[src/rtl/sync_src_sel.sv]
module sync_src_sel #(
  parameter int          ADDR_W  = 16,
  parameter logic [15:0] A_ADDR  = 16'h0200,
  parameter logic [15:0] B_ADDR  = 16'h0201,
  parameter logic [7:0]  B_MASK  = 8'h3F
) (
  input  logic              clk,
  input  logic              rst_n,
  input  logic [ADDR_W-1:0] bus_addr,
  input  logic              bus_we,
  input  logic [7:0]        bus_wdata,
  output logic [7:0]        bus_rdata,
  input  logic              dvi_hs,
  input  logic              dvi_vs,
  input  logic              dvi_de,
  input  logic              llk_hs,
  input  logic              yuv_hs,
  input  logic              yuv_vs,
  input  logic              yuv_de,
  input  logic              vga_hs,
  input  logic              srt_vs,
  input  logic              csd_vs,
  input  logic              tcon_hs,
  input  logic              tcon_vs,
  input  logic              tcon_de,
  input  logic              vgen_en,
  output logic              hs_int,
  output logic              vs_int,
  output logic              de_int,
  output logic              hs_out,
  output logic              vs_out,
  output logic              href_pulse,
  output logic              vref_pulse
);

  logic [7:0] reg_a, reg_b;
  logic       wr_a, wr_b;
  logic       hs_mux, vs_mux, de_mux;
  logic [3:0] sy1, sy2;
  logic       h_cur, v_cur, h_prev, v_prev;

  assign wr_a = bus_we && (bus_addr == A_ADDR[ADDR_W-1:0]);
  assign wr_b = bus_we && (bus_addr == B_ADDR[ADDR_W-1:0]);

  always_ff @(posedge clk or negedge rst_n) begin
    if (!rst_n) begin
      reg_a <= '0;
      reg_b <= '0;
    end else begin
      if (wr_a) reg_a <= bus_wdata;
      if (wr_b) reg_b <= bus_wdata & B_MASK;
    end
  end

  always_comb begin
    if (bus_addr == A_ADDR[ADDR_W-1:0])      bus_rdata = reg_a;
    else if (bus_addr == B_ADDR[ADDR_W-1:0]) bus_rdata = reg_b;
    else                                     bus_rdata = '0;
  end

  always_comb begin
    case (reg_a[1:0])
      2'd0:    hs_mux = dvi_hs;
      2'd1:    hs_mux = llk_hs;
      2'd2:    hs_mux = yuv_hs;
      default: hs_mux = vga_hs;
    endcase
    if (reg_a[7]) hs_mux = tcon_hs;
    case (reg_a[3:2])
      2'd0:    vs_mux = dvi_vs;
      2'd1:    vs_mux = srt_vs;
      2'd2:    vs_mux = yuv_vs;
      default: vs_mux = csd_vs;
    endcase
    if (reg_a[6]) vs_mux = tcon_vs;
    de_mux = reg_a[5] ? tcon_de : (reg_a[4] ? yuv_de : dvi_de);
  end

  always_ff @(posedge clk or negedge rst_n) begin
    if (!rst_n) begin
      sy1    <= '0;
      sy2    <= '0;
      h_prev <= 1'b0;
      v_prev <= 1'b0;
    end else begin
      sy1    <= {hs_mux, vs_mux, de_mux, vgen_en};
      sy2    <= sy1;
      h_prev <= h_cur;
      v_prev <= v_cur;
    end
  end

  assign hs_int = sy2[3];
  assign vs_int = sy2[2];
  assign de_int = sy2[1];
  assign hs_out = hs_int ^ reg_b[4];
  assign vs_out = vs_int ^ reg_b[5];

  assign h_cur = reg_b[0] ? hs_int : de_int;
  assign v_cur = reg_b[2] ? vs_int : sy2[0];
  assign href_pulse = reg_b[1] ? (h_cur & ~h_prev) : (~h_cur & h_prev);
  assign vref_pulse = reg_b[3] ? (v_cur & ~v_prev) : (~v_cur & v_prev);

  p_force_hs_r6: assert property (@(posedge clk) disable iff (!rst_n)
    $past(reg_a[7], 2) |-> hs_int == $past(tcon_hs, 2));
  p_force_vs_r6: assert property (@(posedge clk) disable iff (!rst_n)
    $past(reg_a[6], 2) |-> vs_int == $past(tcon_vs, 2));
  p_force_de_r6: assert property (@(posedge clk) disable iff (!rst_n)
    $past(reg_a[5], 2) |-> de_int == $past(tcon_de, 2));
  p_href_once_r11: assert property (@(posedge clk) disable iff (!rst_n)
    href_pulse |=> (!href_pulse || $past(wr_b)));
  p_vref_once_r11: assert property (@(posedge clk) disable iff (!rst_n)
    vref_pulse |=> (!vref_pulse || $past(wr_b)));
  p_rsvd_zero_r2: assert property (@(posedge clk) disable iff (!rst_n)
    wr_b |=> reg_b[7:6] == 2'b00);

endmodule

[config.mk]
export PLATFORM = sky130hd
export DESIGN_NAME = sync_src_sel
export DESIGN_NICKNAME = d
export VERILOG_FILES = /design/src/rtl/sync_src_sel.sv
export SDC_FILE = /design/constraint.sdc
export NUM_CORES = 1
export LEC_CHECK = 0
export ABC_AREA = 1
export BUFFER_PORTS_ARGS = -buffer_cell sky130_fd_sc_hd__buf_2
export CAP_MARGIN = 20
export CORE_MARGIN = 2
export CORE_UTILIZATION = 45
export CTS_CLUSTER_DIAMETER = 100
export DETAILED_ROUTE_END_ITERATION = 8
export GPL_ROUTABILITY_DRIVEN = 0
export PLACE_DENSITY = 0.78
export RECOVER_POWER = 25
export SYNTH_ARGS = -nofsm -noshare
export SYNTH_HDL_FRONTEND = slang
export SYNTH_SLANG_ARGS = --single-unit
export TNS_END_PERCENT = 100
[constraint.sdc]
create_clock -name clk -period 0.9 [get_ports clk]
set_input_delay 0.045 -clock clk [delete_from_list [all_inputs] [get_ports clk]]
set_output_delay 0.045 -clock clk [all_outputs]
set_load 0.02 [all_outputs]
==> impl_metrics.xml <==
<?xml version="1.0" encoding="UTF-8"?>
<metrics>
  <group name="outcome">
    <metric name="outcome" unit="">finished with violations</metric>
    <metric name="violations" unit="">negative setup slack</metric>
  </group>
  <group name="power_and_ir_drop">
    <metric name="power.share.switching" unit="%">24.57</metric>
    <metric name="ir_drop" unit="V">0.001120</metric>
    <metric name="part_of_the_total_power_dissipated_in_sequential_elements" unit="%">54.9</metric>
    <metric name="p_int" unit="W">0.001537</metric>
    <metric name="combinationalPowerShare" unit="%">17.1</metric>
    <metric name="power.density" unit="nW/um2">960.8</metric>
    <metric name="cellLeakagePower" unit="nW">1.126</metric>
    <metric name="p_clk_share" unit="%">28.0</metric>
    <metric name="power_switching" unit="W">0.0005006</metric>
  </group>
  <group name="grt">
    <metric name="first_global_vias" unit="">1412</metric>
    <metric name="grt-ovfl-total" unit="">0</metric>
    <metric name="overall_track_demand_over_capacity_in_global_routing" unit="%">24.75</metric>
    <metric name="grt_max_degree" unit="">25</metric>
    <metric name="antenna_violations_before_repair" unit="">0</metric>
    <metric name="grt_first_pass_wirelength" unit="mm">6.368</metric>
  </group>
  <group name="yosys">
    <metric name="yosysMostFrequentCell" unit="">sky130_fd_sc_hd__nand2_1</metric>
    <metric name="synthesized_area_divided_by_synthesized_cell_count" unit="um2">8.239</metric>
    <metric name="postSynth.asyncResetShare" unit="%">100.0</metric>
    <metric name="yosys_most_used_dff" unit="">sky130_fd_sc_hd__dfrtp_1</metric>
    <metric name="number_of_enable_type_register_cells_in_the_synthesized_netlist" unit="">0</metric>
    <metric name="synth_fp_nets" unit="">200</metric>
    <metric name="seq_area_frac_synth" unit="%">45.85</metric>
    <metric name="synth.top_cell.area_share" unit="%">45.85</metric>
    <metric name="postSynthCellCount" unit="">159</metric>
    <metric name="number_of_distinct_library_cells_after_synthesis" unit="">21</metric>
    <metric name="netlist.top_cell.by_area" unit="">sky130_fd_sc_hd__dfrtp_1</metric>
    <metric name="syn-cell-area" unit="um2">1310</metric>
    <metric name="yosysWarnings" unit="">0</metric>
    <metric name="synth.ff_latch_count" unit="">24</metric>
    <metric name="synth_area_leaders" unit="">sky130_fd_sc_hd__dfrtp_1, sky130_fd_sc_hd__nand2_1, sky130_fd_sc_hd__nand4_1, sky130_fd_sc_hd__nand3_1, sky130_fd_sc_hd__o21ai_0</metric>
    <metric name="synth_commonest_cells" unit="">sky130_fd_sc_hd__nand2_1, sky130_fd_sc_hd__dfrtp_1, sky130_fd_sc_hd__nand4_1</metric>
  </group>
  <group name="cts">
    <metric name="clock_tree.root_cell" unit="">sky130_fd_sc_hd__clkbuf_4</metric>
    <metric name="clock_tree.htree_level_count" unit="">1</metric>
    <metric name="clock_tree_from_tritoncts" unit="">done</metric>
    <metric name="cts.path.max_buffers" unit="">2</metric>
    <metric name="cts_buffers" unit="">3</metric>
    <metric name="clock-sinks" unit="">24</metric>
    <metric name="clk_pin_slew_worst_paths" unit="ns">0.12</metric>
    <metric name="clkLatencyLatePin" unit="ns">0.32</metric>
  </group>
  <group name="critical_path">
    <metric name="worst-path-buf-inv" unit="">3</metric>
    <metric name="cell_type_with_the_highest_occurrence_count_on_the_critical_path" unit="">sky130_fd_sc_hd__inv_2</metric>
    <metric name="crit_chain" unit="">inv_2, nand2_4, nand3_2, nor2_2, a21oi_2, inv_2, buf_6</metric>
    <metric name="path_delay_family" unit="">flip-flops</metric>
    <metric name="worstSetupStartpoint" unit="">reg_b[2]</metric>
    <metric name="critical-path-slowest-cell" unit="">sky130_fd_sc_hd__dfrtp_1</metric>
    <metric name="critPathRequiredTime" unit="ns">0.85</metric>
    <metric name="crit_fanout" unit="">3</metric>
    <metric name="regToRegStartpoint" unit="">reg_a[1]</metric>
    <metric name="ws_path_type" unit="">flop to primary output</metric>
    <metric name="setup.worst_path.start_class" unit="">flop</metric>
    <metric name="cp_data_arrival_time" unit="ns">1.32</metric>
    <metric name="crit_path_capture_type" unit="">primary output</metric>
    <metric name="critical_path.max_stage_delay" unit="ns">0.45</metric>
  </group>
  <group name="sta">
    <metric name="final_max_slew_viol_count" unit="">0</metric>
    <metric name="clock_skews" unit="ns">0.006694</metric>
    <metric name="min_period_over_period" unit="%">151.8</metric>
    <metric name="setup_violations" unit="">16</metric>
    <metric name="max_frequency" unit="GHz">0.7321</metric>
    <metric name="final_critical_path_time_including_i_o_delays_and_setup" unit="ns">1.366</metric>
    <metric name="timing.max_slew.rel_slack" unit="%">61.43</metric>
    <metric name="post-route-worst-setup-slack" unit="ns">-0.4660</metric>
    <metric name="hold-worst-slack" unit="ns">0.03826</metric>
    <metric name="hold_viol_final" unit="">0</metric>
    <metric name="tightestPinTransition" unit="ns">0.5786</metric>
    <metric name="grt_setup_unrepaired" unit="">yes</metric>
  </group>
  <group name="layout">
    <metric name="post_route_cells_drive_above_1_share" unit="%">50.00</metric>
    <metric name="n_antenna_cell" unit="">0</metric>
    <metric name="area_growth" unit="%">61.89</metric>
    <metric name="finalNetCount" unit="">294</metric>
    <metric name="post-route-cell-area" unit="um2">2121</metric>
  </group>
  <group name="drt">
    <metric name="avgViaCountPerCell" unit="">5.131</metric>
    <metric name="finalWirelength" unit="mm">3.837</metric>
    <metric name="drt-pass1-iter-count" unit="">4</metric>
    <metric name="drt-initial-drc-count" unit="">62</metric>
    <metric name="drt.antenna.violating_nets" unit="">0</metric>
    <metric name="post_drt_wl_per_cell" unit="um">13.56</metric>
    <metric name="route.vias.total" unit="">1452</metric>
    <metric name="route.detailed.drc" unit="">0</metric>
  </group>
  <group name="placed_design">
    <metric name="numPortBuffers" unit="">55</metric>
    <metric name="post_dp_cell_area" unit="um2">1704</metric>
    <metric name="place_worst_setup_slack" unit="ns">-0.1743</metric>
    <metric name="detailedPlacementHpwl" unit="mm">2.410</metric>
  </group>
  <group name="job">
    <metric name="drv.max_cap_violation_count" unit="">0</metric>
  </group>
  <group name="min_path">
    <metric name="worstHoldStart" unit="">dvi_de</metric>
    <metric name="worstHoldPathType" unit="">input pin to flop</metric>
  </group>
  <group name="floorplan">
    <metric name="design.die.area" unit="um2">3359</metric>
    <metric name="core.rowCount" unit="">19</metric>
    <metric name="chipWidth" unit="um">57.96</metric>
    <metric name="die_h" unit="um">57.96</metric>
    <metric name="effective_utilization_at_floorplan" unit="%">47.50</metric>
    <metric name="core" unit="um2">2758</metric>
    <metric name="boundaryPins" unit="">56</metric>
  </group>
</metrics>
worst reg2reg max path, stage by stage, from the launching register on:
cell and delay, ns:
sky130_fd_sc_hd__dfrtp_1 0.42, sky130_fd_sc_hd__buf_6 0.14, sky130_fd_sc_hd__a21oi_2 0.12, sky130_fd_sc_hd__o21ai_1 0.07
sky130_fd_sc_hd__nand3_1 0.08, sky130_fd_sc_hd__nand2_1 0.06
sequential cells by signal (all words and copies together), names as in the netlist:
register and count:
v_prev 1, reg_a 8, h_prev 1, sy1 4, sy2 4, reg_b 6
power groups by stage:
stage	combinational (W)	clock (W)	sequential (W)
2_1_floorplan	0.0000855	0	0.00114
3_3_place_gp	0.000240	0	0.00113
3_5_place_dp	0.000245	0	0.00113
4_1_cts	0.000319	0.000574	0.00111
5_1_grt	0.000384	0.000627	0.00112
6_report	0.000348	0.000571	0.00112
cells by family after synthesis:
logic type	share of synthesized area, %
flops	45.85
compound gates	9.551
buf+inv	7.067
simple gates	36.20
xor+xnor	1.337
path summary, 6_finish.rpt:
kind / end / slack, ns / depth (start not counted)
max: vref_pulse / -0.47 / 7
min: sy1[1] / 0.04 / 3
max reg2reg: sy1[3] / -0.06 / 5
min reg2reg: sy2[2] / 0.36 / 0
max in group asynchronous: sy2[3] / 0.17 / 3
min in group asynchronous: sy1[0] / 0.32 / 3
metrics by stage:
step	std cells	setup TNS (ns)	util [%]	total power (W)
after floorplan	159	-0.5886	-	0.001227
after global placement	256	-2.938	61.80	0.001373
after detailed placement	256	-3.377	61.80	0.001379
after CTS	281	-3.833	72.87	0.002008
after global routing	283	-5.150	76.91	0.002132
final	283	-4.254	76.91	0.002038
cell usage in the layout (no fill, tap or decap), drive strengths merged:
cell type / netlist / layout
dlygate4sd3: 0 / 13
buf: 4 / 80
xor2: 2 / 2
inv: 13 / 13
dfrtp: 24 / 24
nand2: 49 / 49
nor2: 16 / 16
a21oi: 6 / 6
clkbuf: 1 / 5
nand4: 14 / 14
o21ai: 16 / 16
nand3: 12 / 12
o211ai: 2 / 2
cell type report:
cell class / count / area [um2]
timing repair buffer: 94 / 691.9
sequential: 24 / 606.8
fill: 203 / 636.9
multi-input combinational: 117 / 698.2
clock buffer: 4 / 36.28
inverter: 13 / 48.80
tap: 31 / 38.79
layer usage:
layer	GRT usage, %	vias up	wire [um]
met3	6.473	6	235
met5	0	-	0
met2	41.88	66	2017
li1	-	715	-
met1	31.17	665	1542
met4	7.309	0	42
repair_timing:
item / CTS / global route
setup endpoints to repair: 17 / 18
pin swaps: 5 / 10
endpoints found under the hold margin: 38 / 0
hold buffers: 13 / 0
gates resized for setup: 34 / 32
setup buffers: 8 / 4
Note: power is estimated with default switching activity, not from simulation.
